## config.mk

```make
export PLATFORM = sky130hd
export DESIGN_NAME = clkgen_regbank
export DESIGN_NICKNAME = d
export VERILOG_FILES = /design/src/rtl/clkgen_pkg.sv /design/src/rtl/clkgen_regfile.sv /design/src/rtl/clkgen_line_counter.sv /design/src/rtl/clkgen_regbank.sv
export SDC_FILE = /design/constraint.sdc
export NUM_CORES = 1
export LEC_CHECK = 0
export ABC_AREA = 1
export CORE_UTILIZATION = 50
export DETAILED_ROUTE_END_ITERATION = 8
export GPL_TIMING_DRIVEN = 0
export PLACE_DENSITY_LB_ADDON = 0.25
export SLEW_MARGIN = 20
export SYNTH_ARGS = -nofsm -noshare
export SYNTH_HDL_FRONTEND = slang
export SYNTH_SLANG_ARGS = --single-unit
```

## constraint.sdc

```tcl
create_clock -name clk -period 2.8 [get_ports clk]
set_input_delay 0.42 -clock clk [delete_from_list [all_inputs] [get_ports clk]]
set_output_delay 0.42 -clock clk [all_outputs]
set_load 0.02 [all_outputs]
```

## src/rtl/clkgen_pkg.sv

```systemverilog
package clkgen_pkg;
  localparam int DATA_W  = 8;
  localparam int ADDR_W  = 8;
  localparam int LO_W    = 4;
  localparam int RATIO_W = DATA_W + LO_W;
  localparam int MIN_RATIO = 2;

  localparam logic [ADDR_W-1:0] A_REV  = 8'h00;
  localparam logic [ADDR_W-1:0] A_DIVH = 8'h01;
  localparam logic [ADDR_W-1:0] A_DIVL = 8'h02;
  localparam logic [ADDR_W-1:0] A_CTRL = 8'h03;

  // Control byte bit positions
  localparam int OSC_HI  = 7;
  localparam int OSC_LO  = 6;
  localparam int PUMP_HI = 5;
  localparam int PUMP_LO = 3;
  localparam int EXT_BIT = 2;

  function automatic logic [RATIO_W-1:0] clamp_ratio(input logic [RATIO_W-1:0] v);
    if (v < RATIO_W'(MIN_RATIO)) return RATIO_W'(MIN_RATIO);
    return v;
  endfunction
endpackage

```

## src/rtl/clkgen_regfile.sv

```systemverilog
module clkgen_regfile
  import clkgen_pkg::*;
#(
  parameter logic [DATA_W-1:0]  REV       = 8'h12,
  parameter logic [RATIO_W-1:0] RATIO_RST = 12'd1693,
  parameter logic [1:0]         OSC_RST   = 2'b01,
  parameter logic [2:0]         PUMP_RST  = 3'b001
) (
  input  logic                clk,
  input  logic                rst_n,
  input  logic                wr_en,
  input  logic [ADDR_W-1:0]   addr,
  input  logic [DATA_W-1:0]   wdata,
  output logic [DATA_W-1:0]   rdata,
  output logic [RATIO_W-1:0]  active_ratio,
  output logic [1:0]          osc_range,
  output logic [2:0]          pump_code,
  output logic                ext_sel
);
  localparam int HI_W = RATIO_W - LO_W;

  logic [HI_W-1:0] stage_hi;
  logic [HI_W-1:0] act_hi;
  logic [LO_W-1:0] act_lo;

  logic wr_hi, wr_lo, wr_ctrl;
  assign wr_hi   = wr_en && (addr == A_DIVH);
  assign wr_lo   = wr_en && (addr == A_DIVL);
  assign wr_ctrl = wr_en && (addr == A_CTRL);

  always_ff @(posedge clk or negedge rst_n) begin
    if (!rst_n) begin
      stage_hi <= RATIO_RST[RATIO_W-1:LO_W];
      act_hi   <= RATIO_RST[RATIO_W-1:LO_W];
      act_lo   <= RATIO_RST[LO_W-1:0];
    end else begin
      if (wr_hi) stage_hi <= wdata;
      if (wr_lo) begin
        act_hi <= stage_hi;
        act_lo <= wdata[DATA_W-1 -: LO_W];
      end
    end
  end

  always_ff @(posedge clk or negedge rst_n) begin
    if (!rst_n) begin
      osc_range <= OSC_RST;
      pump_code <= PUMP_RST;
      ext_sel   <= 1'b0;
    end else if (wr_ctrl) begin
      osc_range <= wdata[OSC_HI:OSC_LO];
      pump_code <= wdata[PUMP_HI:PUMP_LO];
      ext_sel   <= wdata[EXT_BIT];
    end
  end

  assign active_ratio = {act_hi, act_lo};

  always_comb begin
    rdata = '0;
    unique case (addr)
      A_REV:  rdata = REV;
      A_DIVH: rdata = stage_hi;
      A_DIVL: rdata = {act_lo, {(DATA_W-LO_W){1'b0}}};
      A_CTRL: begin
        rdata[OSC_HI:OSC_LO]   = osc_range;
        rdata[PUMP_HI:PUMP_LO] = pump_code;
        rdata[EXT_BIT]         = ext_sel;
      end
      default: rdata = '0;
    endcase
  end

  // staging the upper byte leaves the active ratio alone
  p_stage_only_r3: assert property (@(posedge clk) disable iff (!rst_n)
    (wr_en && addr == A_DIVH) |=> $stable(active_ratio));

  // a commit copies the staged byte into the active upper bits
  p_commit_upper_r4: assert property (@(posedge clk) disable iff (!rst_n)
    (wr_en && addr == A_DIVL) |=> (active_ratio[RATIO_W-1:LO_W] == stage_hi));

  // writes to the revision address disturb no stored state
  p_rev_write_inert_r2: assert property (@(posedge clk) disable iff (!rst_n)
    (wr_en && addr == A_REV) |=> ($stable(active_ratio) && $stable(stage_hi) && $stable(ext_sel)));
endmodule

```

## src/rtl/clkgen_line_counter.sv

```systemverilog
module clkgen_line_counter
  import clkgen_pkg::*;
#(
  parameter logic [RATIO_W-1:0] RATIO_RST = 12'd1693
) (
  input  logic               clk,
  input  logic               rst_n,
  input  logic [RATIO_W-1:0] ratio_in,
  input  logic               ext_sel,
  output logic [RATIO_W-1:0] line_count,
  output logic               line_wrap
);
  logic [RATIO_W-1:0] cur_len;
  logic [RATIO_W-1:0] count;
  logic               line_end;

  assign line_end = (count == cur_len - RATIO_W'(1));

  always_ff @(posedge clk or negedge rst_n) begin
    if (!rst_n) begin
      count   <= '0;
      cur_len <= clamp_ratio(RATIO_RST);
    end else if (ext_sel) begin
      count   <= '0;
      cur_len <= clamp_ratio(ratio_in);
    end else if (line_end) begin
      count   <= '0;
      cur_len <= clamp_ratio(ratio_in);
    end else begin
      count   <= count + RATIO_W'(1);
    end
  end

  assign line_count = count;
  assign line_wrap  = line_end && !ext_sel;

  // the loaded line length never drops below the minimum
  p_min_len_r7: assert property (@(posedge clk) disable iff (!rst_n)
    cur_len >= RATIO_W'(MIN_RATIO));

  // the count restarts at zero after a wrap
  p_wrap_restart_r7: assert property (@(posedge clk) disable iff (!rst_n)
    line_wrap |=> (line_count == '0));

  // the line length is held for the whole line
  p_len_held_r8: assert property (@(posedge clk) disable iff (!rst_n)
    (!line_end && !ext_sel) |=> $stable(cur_len));

  // the counter rests while the external clock is selected
  p_ext_idle_r9: assert property (@(posedge clk) disable iff (!rst_n)
    (ext_sel && $past(ext_sel)) |-> (line_count == '0 && !line_wrap));
endmodule

```

## src/rtl/clkgen_regbank.sv

```systemverilog
module clkgen_regbank
  import clkgen_pkg::*;
#(
  parameter logic [DATA_W-1:0]  REV       = 8'h12,
  parameter logic [RATIO_W-1:0] RATIO_RST = 12'd1693,
  parameter logic [1:0]         OSC_RST   = 2'b01,
  parameter logic [2:0]         PUMP_RST  = 3'b001
) (
  input  logic               clk,
  input  logic               rst_n,
  input  logic               wr_en,
  input  logic [ADDR_W-1:0]  addr,
  input  logic [DATA_W-1:0]  wdata,
  output logic [DATA_W-1:0]  rdata,
  output logic [RATIO_W-1:0] div_ratio,
  output logic [1:0]         osc_range,
  output logic [2:0]         pump_code,
  output logic               ext_clk_sel,
  output logic [RATIO_W-1:0] line_count,
  output logic               line_wrap
);
  clkgen_regfile #(
    .REV(REV), .RATIO_RST(RATIO_RST), .OSC_RST(OSC_RST), .PUMP_RST(PUMP_RST)
  ) u_regs (
    .clk(clk), .rst_n(rst_n), .wr_en(wr_en), .addr(addr), .wdata(wdata),
    .rdata(rdata), .active_ratio(div_ratio), .osc_range(osc_range),
    .pump_code(pump_code), .ext_sel(ext_clk_sel)
  );

  clkgen_line_counter #(.RATIO_RST(RATIO_RST)) u_cnt (
    .clk(clk), .rst_n(rst_n), .ratio_in(div_ratio), .ext_sel(ext_clk_sel),
    .line_count(line_count), .line_wrap(line_wrap)
  );
endmodule

```

Yosys cells after proc, flatten, opt, wreduce, memory -nomap -nowiden
Cells that the tools add are included.
{"block": "word_totals", "regBits": 50, "inputBits": 19, "output_inout_bits": 39, "wordCells": 35}
{"block": "op_classes", "addsub": 2, "magnitude_cmp": 1, "eq_ne": 4, "n_mux": 13, "n_reduce_logical": 7}
{"cell": "$mux W12", "n": 7}
{"cell": "$pmux W6 S4", "n": 1}
{"cell": "$eq A8 B2 Y1 const B", "n": 2}
{"cell": "$add A12 B1 Y12 const B", "n": 1}
{"cell": "$eq A12 B12 Y1", "n": 1}
{"cell": "$lt A12 B2 Y1 const B", "n": 1}
{"cell": "$sub A12 B1 Y12 const B", "n": 1}
{"cell": "$eq A8 B1 Y1 const B", "n": 1}
{"cell": "$logic_not A8 Y1", "n": 1}
{"cell": "$logic_and A1 B1 Y1", "n": 4}
{"cell": "$mux W1", "n": 4}
{"cell": "$pmux W2 S2", "n": 1}
{"cell": "$reduce_bool A2 Y1", "n": 1}
{"cell": "$logic_not A1 Y1", "n": 1}

Longest topological paths before layout
Gate-level depths: netlist (run 1).
{"block": "depth", "depth_word": 7, "depth_mapped": 15, "depth_no_buf": 14}

Cells and area by module
Synthesis (run 1) repeated with hierarchy kept, for this count alone.
{"block": "hier_totals", "cells_unflattened": 405, "area_unflattened_um2": 2970.3}
{"module": "clkgen_line_counter", "instances": 1, "cells_per_inst": 233, "area_each_um2": 1596.5, "seq_area_each_um2": 609.3}
{"module": "clkgen_regfile", "instances": 1, "cells_per_inst": 172, "area_each_um2": 1373.8, "seq_area_each_um2": 666.9}

Least setup slack after synthesis (run 1)
No wires, ideal clock.
{"block": "synth_path", "path_type": "register -> output", "from": "register u_cnt.cur_len[0]", "to": "output line_wrap", "arrival_time_ns": 2.014, "t_required_ns": 2.380, "path_slack_ns": 0.366, "path_stages_with_launch": 13, "cell_sequence": "dfstp_2 -> inv_1 -> ha_1 -> nand2_1 -> inv_1 -> nor2_1 -> nand2_1 -> nor2_1 -> nand3_1 -> nor2_1 -> nand3_2 -> buf_2 -> nor2_1"}
{"block": "synth_via", "elab_chain_len": 3}
{"item": "start: declaration", "line_no": "clkgen_line_counter.sv:13", "rtl": "logic [RATIO_W-1:0] cur_len;"}
{"item": "start signal: assignment", "line_no": "clkgen_line_counter.sv:22", "rtl": "cur_len <= clamp_ratio(RATIO_RST);"}
{"item": "start signal: assignment", "line_no": "clkgen_line_counter.sv:25", "rtl": "cur_len <= clamp_ratio(ratio_in);"}
{"item": "start signal: assignment", "line_no": "clkgen_line_counter.sv:28", "rtl": "cur_len <= clamp_ratio(ratio_in);"}
{"item": "$sub A12 B1 Y12", "line_no": "clkgen_line_counter.sv:17", "rtl": "assign line_end = (count == cur_len - RATIO_W'(1));"}
{"item": "$eq A12 B12 Y1", "line_no": "clkgen_line_counter.sv:17"}
{"item": "$logic_and A1 B1 Y1", "line_no": "clkgen_line_counter.sv:35", "rtl": "assign line_wrap = line_end && !ext_sel;"}
{"item": "end: declaration", "line_no": "clkgen_regbank.sv:20", "rtl": "output logic line_wrap"}
No other way between the ends.

Final worst setup path (run 1)
Ends and elaborated chain as after synthesis.

==> results of run 1 <==
==> what timing repair did <==
action,CTS,global route
pin swaps,2,3
gates resized for setup,13,9
endpoints found under the setup margin,8,2
setup buffers,3,3
==> registers in the layout, summed over array words and instances, names as in the netlist <==
signal	flops
u_regs.pump_code	3
u_regs.act_hi	8
u_regs.act_lo	4
u_cnt.cur_len	12
u_regs.stage_hi	8
u_cnt.line_count	12
u_regs.osc_range	2
u_regs.ext_sel	1
==> logic make-up (layout without fill, tap and decap cells) <==
kind of cell | count (synthesis) | in the layout | share of synthesized area [%]
buffers and inverters | 54 | 126 | 7.96
DFF | 50 | 50 | 46.7
AOI/OAI and AO/OA | 39 | 39 | 7.64
and+or+nand+nor | 205 | 205 | 32.7
adders and majority gates | 2 | 2 | 0.915
xor gates and xnor gates | 13 | 13 | 4.16
==> layout by cell type (no fill, tap or decap), drive strengths merged <==
| cell type | n |
|---|---|
| or2 | 2 |
| xor2 | 10 |
| dfrtp | 30 |
| dlymetal6s2s | 1 |
| o2111ai | 1 |
| nand2 | 119 |
| clkbuf | 7 |
| ha | 2 |
| nor2 | 51 |
| a21oi | 3 |
| nand3 | 25 |
| o21a | 1 |
| o211ai | 3 |
| xnor2 | 3 |
| nor4 | 4 |
| dlygate4sd2 | 6 |
| buf | 15 |
| clkdlybuf4s50 | 48 |
| bufinv | 1 |
| o21ai | 31 |
| nand4 | 4 |
| clkinv | 1 |
| dfstp | 20 |
| inv | 47 |
==> Yosys cell counts <==
cell | count | area (um^2)
inv_1 | 45 | 169
nor4_4 | 2 | 42.5
o2111ai_1 | 1 | 8.76
buf_6 | 1 | 11.3
dfrtp_1 | 30 | 751
o21a_1 | 1 | 7.51
xor2_1 | 10 | 87.6
a21oi_1 | 3 | 15.0
buf_2 | 3 | 15.0
ha_1 | 2 | 25.0
nand3_2 | 1 | 10.0
o21ai_0 | 31 | 155
nand2_4 | 1 | 11.3
nor2_1 | 45 | 169
nor2_2 | 5 | 31.3
buf_1 | 1 | 3.75
nand2_1 | 116 | 435
nand4_1 | 4 | 25.0
o211ai_1 | 3 | 22.5
inv_2 | 1 | 3.75
nor4_1 | 2 | 12.5
nand3_1 | 24 | 120
dfstp_2 | 20 | 526
nand2_2 | 2 | 12.5
buf_4 | 1 | 7.51
nor2_4 | 1 | 11.3
or2_1 | 1 | 6.26
xnor2_1 | 3 | 26.3
clkbuf_1 | 2 | 7.51
or2_2 | 1 | 6.26
==> layer usage <==
layer	global-route usage, %	vias up	wire length, um
met2	44.7	61	3360
li1	-	1275	-
met3	4.70	10	249
met4	8.85	0	104
met1	26.4	1171	2560
met5	0	-	0
==> how the worst min path moves through the flow <==
stage | cells past startpoint | from | slack, ns | end
after floorplan | 0 | rst_n | 0.12 | u_cnt.cur_len[11]
after global placement | 2 | u_regs.stage_hi[7] | 0.47 | u_regs.stage_hi[7]
after detailed placement | 1 | rst_n | 0.44 | u_cnt.line_count[2]
after CTS | 1 | rst_n | 0.11 | u_cnt.line_count[6]
after global routing | 1 | rst_n | 0.12 | u_cnt.cur_len[8]
final | 1 | rst_n | 0.09 | u_cnt.line_count[7]
==> through the flow <==
step           area [um^2]  hold slack, ns  setup TNS, ns
2_1_floorplan         2740           0.124              0
3_3_place_gp          3390           0.466          -1.57
3_5_place_dp          3410           0.445         -0.691
4_1_cts               3540           0.108        -0.0324
5_1_grt               3590           0.122              0
6_report              3590          0.0909              0
==> report_power, final <==
part	internal [mW]	total (mW)	switching (mW)
sequential	0.808	0.906	0.0978
combinational	0.349	0.808	0.459
clock	0.268	0.519	0.251
total	1.42	2.23	0.808
==> critical path, delay by kind of cell (launching register included) <==
kind	cells	cell delay (ns)
adders and majority gates	1	0.27
buffers and inverters	3	0.35
DFF	1	0.57
and+or+nand+nor	8	0.74
==> layout make-up <==
class	instances	area, um^2
plain buffers	8	51.3
fillers	435	1580
well taps	70	87.6
clock buffers	5	68.8
inverters	46	173
flip-flops and latches	50	1280
repair buffers	64	627
clock inverters	3	43.8
multi-input cells	259	1270
==> out/results.tsv, run 1 <==
stage	metric	value	unit
floorplan	die_x	76.0	um
place	io_buffers	57	
synth	syn-num-nets	384	
synth	seq_area_frac_synth	46.7	%
timing	clock_skew	0.00988	ns
clocking	clk_pin_slew_worst_paths	0.10	ns
timing	hold_viol_final	0	
layout	drive_gt1_share	14.0	%
layout	diodes	0	
timing	max-slew-margin-rel	62.2	%
setup_path	worstPathArrival	2.24	ns
job	maxCapViolCount	0	
place	place_congestion	0.861	
setup_path	ff2ff_path_depth	13	
setup_path	r2r_slack	0.64	ns
layout	final_nets	455	
timing	worst-slew-pin-transition	0.568	ns
global_route	antenna_found_initial	0	
detailed_routing	drc	0	
clocking	clk_latency	0.31	ns
synth	synth.distinct_cells	30	
timing	fmax	376	MHz
detailed_routing	vias	2517	
clocking	cts_buffers	5	
layout	synthToLayoutAreaGrowth	31.4	%
setup_path	crit_type	reg2out	
floorplan	die_height	76.0	um
setup_path	worst_ep_required_time	2.38	ns
setup_path	r2r-end	u_cnt.line_count[2]	
global_route	grt_start_max_net_pins	28	
setup_path	cp_slowest_cell	dfstp_2	
setup_path	max_stage_delay	0.57	ns
setup_path	end_kind	output pin	
layout	final_cells	505	
run_status	outcome	completed	
min_path	hp-class	in2async	
power_and_ir_drop	power_density	621	nW/um^2
synth	syn_inst	363	
global_route	grt_use_total	23.8	%
setup_path	crit_chain	inv_2, ha_4, nor2_1, nor2_1, nand2_1, nor2_1, nand3_1, nor2_2, nand3_2, buf_6, nor2_4, buf_6	
power_and_ir_drop	power	2.23	mW
setup_path	cp_max_fo	8	
global_route	grt_overflow	0	
clocking	cts.htree.levels	2	
detailed_routing	drtPass1Iterations	4	
setup_path	rr_startpoint	u_cnt.cur_len[0]	
power_and_ir_drop	leakagePower	1.74	nW
timing	rsz0062_at_grt	false	
synth	syn_area_per_cell	7.53	um^2
floorplan	die_area	5770	um^2
detailed_routing	final_antenna_net_count	0	
clocking	cts.sinks	50	
setup_path	setup.worst_path.start_class	register	
clocking	cts_hold_buffers	0	
detailed_routing	post_drt_wl_per_cell	12.4	um
timing	setup_ws	0.142	ns
timing	finalCritPeriodShare	94.9	%
setup_path	cp_common_cell	nor2_1	
power_and_ir_drop	ir_drop	0.000324	V
floorplan	coreArea	5170	um^2
timing	drv_slew	0	
setup_path	crit_start	u_cnt.cur_len[0]	
synth	ys_ff_latch	50	
timing	setup_viol_count_final	0	
detailed_routing	viasPerCell	4.98	
floorplan	rows	26	
detailed_routing	routed_wl	6260	um
detailed_routing	dr.first_iter.drc_count	99	
synth	yosysWarnings	0	
global_route	grt_pass1_wl	11000	um
layout	fin_util	69.5	%
floorplan	ios	58	
timing	period_minus_slack	2.66	ns
setup_path	setup.worst_path.end	line_wrap	
global_route	grt_pass1_vias	2479	
clocking	cts_tree	built	
synth	synth_area	2740	um^2
clocking	clock_path_buffers	2	
place	placedCellCount	491	
place	hpwl	4700	um
floorplan	initial_core_util	52.9	%
clocking	ctsRootBufferMaster	clkbuf_8	
place	dp_worst_setup_slack	-0.262	ns
Power figures use the tool's default switching activity.
==> run 2: changes to the inputs <==
--- a/config.mk
+++ b/config.mk
@@ -5,7 +5,7 @@
 export SDC_FILE = /design/constraint.sdc
 export NUM_CORES = 1
 export LEC_CHECK = 0
-export ABC_AREA = 1
+export CORE_ASPECT_RATIO = 0.6
 export CORE_UTILIZATION = 50
 export DETAILED_ROUTE_END_ITERATION = 8
 export GPL_TIMING_DRIVEN = 0
==> out/results.tsv, run 2 <==
stage	metric	value	unit
run_status	outcome	complete, but fails checks	
run_status	violations	setup timing	
timing	setup_ws	-0.280	ns
power_and_ir_drop	power_density	385	nW/um^2
clocking	cts_buffers	5	
layout	fin_util	72.6	%
detailed_routing	final_antenna_net_count	0	
synth	synth_top_cell_area_share	27.7	%
synth	synthTopCellsByArea	dfrtp_1, dfstp_2, mux2_2	
place	place_congestion	0.871	
floorplan	die_area	5720	um^2
synth	yosys.area.top_type	dfrtp_1	
detailed_routing	dr.first_iter.drc_count	109	
job	maxCapViolCount	0	
setup_path	worst_ep_required_time	2.38	ns
synth	synth_compound_area_share	5.82	%
synth	syn_area_per_cell	11.7	um^2
floorplan	die_x	97	um
synth	synth_area	2710	um^2
detailed_routing	drtPass1Iterations	4	
synth	yosysWarnings	0	
clocking	clk_pin_slew_worst_paths	0.09	ns
floorplan	ios	58	
setup_path	worstPathArrival	2.66	ns
synth	synth_adder_area_share	0.924	%
layout	mostFrequentLayoutCell	clkdlybuf4s50_1	
synth	seq_area_frac_synth	47.1	%
synth	synth_top_family_by_area	multiplexers	
global_route	grt_overflow	0	
clocking	cts_hold_buffers	0	
setup_path	crit_chain	or4_4, or3_4, a2111oi_4, nand4_1, nor4b_2, buf_2	
detailed_routing	routed_wl	6940	um
clocking	clock_path_buffers	2	
timing	setup_viol_count_final	21	
clocking	clk_latency	0.31	ns
timing	max-slew-margin-rel	58.2	%
synth	synth.most_common_cell	dfrtp_1	
detailed_routing	vias	2116	
timing	clock_skew	0.00567	ns
layout	drive_gt1_share	35.5	%
setup_path	setup.worst_path.start_class	register	
timing	finalCritPeriodShare	110	%
power_and_ir_drop	ir_drop	0.000372	V
floorplan	coreArea	5130	um^2
global_route	grt_start_max_net_pins	30	
timing	drv_slew	0	
synth	synth.distinct_cells	44	
power_and_ir_drop	share_comb_of_total_power	15.5	%
clocking	cts_tree	built	
min_path	hp-class	in2async	
setup_path	end_kind	output pin	
synth	yosys-top-cells-count	dfrtp_1, mux2_2, nor2_1	
synth	synth_xor_area_share	8.27	%
power_and_ir_drop	p_sw_share	27.3	%
synth	synth-simple-area-share	16.6	%
layout	post-route-cell-area	3730	um^2
synth	synthMuxAreaShare	19.1	%
setup_path	cp_max_fo	4	
setup_path	cp_slowest_cell	or4_4	
detailed_routing	drc	0	
power_and_ir_drop	p_int	1.04	mW
global_route	grt_pass1_wl	11000	um
global_route	antenna_found_initial	0	
layout	final_nets	331	
timing	rsz0062_at_grt	true	
synth	synth_flop_cell	dfrtp_1	
place	io_buffers	56	
detailed_routing	viasPerCell	5.63	
clocking	cts.sinks	50	
setup_path	crit_type	reg2out	
clocking	ctsRootBufferMaster	clkbuf_8	
power_and_ir_drop	clkPwrFrac	29.5	%
clocking	cts.htree.levels	2	
setup_path	max_stage_delay	0.58	ns
timing	period_minus_slack	3.08	ns
detailed_routing	post_drt_wl_per_cell	18.5	um
synth	async_reset_ff_share	100	%
global_route	grt_use_total	25.7	%
floorplan	die_height	59	um
place	placedCellCount	355	
synth	ys_ff_latch	50	
timing	hold_viol_final	0	
floorplan	rows	20	
setup_path	ff2ff_path_depth	9	
synth	syn_inst	232	
layout	fillerInstances	364	
synth	syn-num-nets	253	
power_and_ir_drop	leakagePower	1.57	nW
synth	synth_edf_count	0	
layout	diodes	0	
place	place_area	3370	um^2
floorplan	initial_core_util	52.8	%
place	hpwl	4750	um
power_and_ir_drop	power	1.43	mW
timing	fmax	325	MHz
timing	worst-slew-pin-transition	0.627	ns
layout	synthToLayoutAreaGrowth	37.6	%
place	dp_worst_setup_slack	-0.561	ns
power_and_ir_drop	pwr-share-seq	55.0	%
global_route	grt_pass1_vias	2012	
power_and_ir_drop	p_sw	392	uW
layout	final_cell_mix	clkdlybuf4s50_1, dfrtp_1, mux2_2	
layout	final_cells	376	
-- run 2: cell types whose count changed in the layout (fill, tap and decap cells not counted), moves of 8 or more --
| cell | delta |
|---|---|
| inv_1 | -40 |
| o21ai_0 | -28 |
| mux2_4 | +10 |
| nand2_1 | -110 |
| mux2_2 | +29 |
| xnor2_1 | +8 |
| nand3_1 | -16 |
| nor2_1 | -26 |
-- run 2: critical path, delay by kind of cell (launching register included) --
kind	cells	cell delay (ns)
AOI/OAI and AO/OA	1	0.33
DFF	1	0.39
and+or+nand+nor	4	1.42
buffers and inverters	1	0.21
-- run 2: path summary, 6_finish.rpt --
check / endpoint / slack, ns / startpoint
setup / recovery: line_wrap / -0.28 / u_cnt.cur_len[4]
hold / removal: u_regs.stage_hi[1] / 0.08 / rst_n
setup reg to reg: u_cnt.cur_len[6] / -0.12 / u_cnt.cur_len[4]
hold reg to reg: u_regs.stage_hi[2] / 0.54 / u_regs.stage_hi[2]
max in group asynchronous: u_cnt.cur_len[9] / 2.11 / rst_n
min in group clk: u_regs.stage_hi[2] / 0.54 / u_regs.stage_hi[2]
-- run 2: kinds of logic (layout without fill, tap and decap cells) --
logic type      after synthesis  in the layout
flops                        50             50
xor+xnor                     24             24
compound gates               16             16
fa+ha+maj                     2              2
mux                          45             45
simple gates                 84             84
buf+inv                      11             89
-- run 2: final cells by class --
class	count	area, um^2	share of cell area [%]
buffer	6	46.3	1.24
clock buffer	5	68.8	1.85
clock inverter	2	15.0	0.403
inverter	4	15.0	0.403
multi-input combinational	171	1480	39.8
sequential	50	1280	34.3
tap	66	82.6	2.22
timing repair buffer	72	738	19.8
-- run 2: power groups by stage --
stage	Combinational, mW	Clock (mW)	Sequential (mW)
2_1_floorplan	0.0834	0	0.819
3_3_place_gp	0.200	0	0.801
3_5_place_dp	0.206	0	0.802
4_1_cts	0.213	0.426	0.789
5_1_grt	0.238	0.453	0.795
6_report	0.222	0.423	0.790
-- run 2: metal layers --
layer  share of wire [%]  wire length [um]  vias to the layer above  GRT usage [%]
met5                   0                 0                        -              0
met3                 5.3               371                        9           5.19
li1                    -                 -                      981              -
met1                  50              3460                     1073           39.5
met4                 1.3                87                        0           6.82
met2                  44              3020                       53           37.0
-- run 2: repair_timing --
action,4_1_cts,5_1_grt
hold endpoints to repair,0,0
gates resized for setup,31,15
setup endpoints to repair,29,29
pin swaps,10,10
buffers inserted,14,1
gates cloned,2,0
-- run 2: metrics by stage --
| stage | hold WS, ns | TNS [ns] |
|---|---|---|
| 4_1_cts | 0.0836 | -1.18 |
| 3_5_place_dp | 0.426 | -6.13 |
| 5_1_grt | 0.105 | -3.07 |
| 6_report | 0.0818 | -1.41 |
| 2_1_floorplan | 0.124 | -0.0139 |
| 3_3_place_gp | 0.495 | -7.80 |
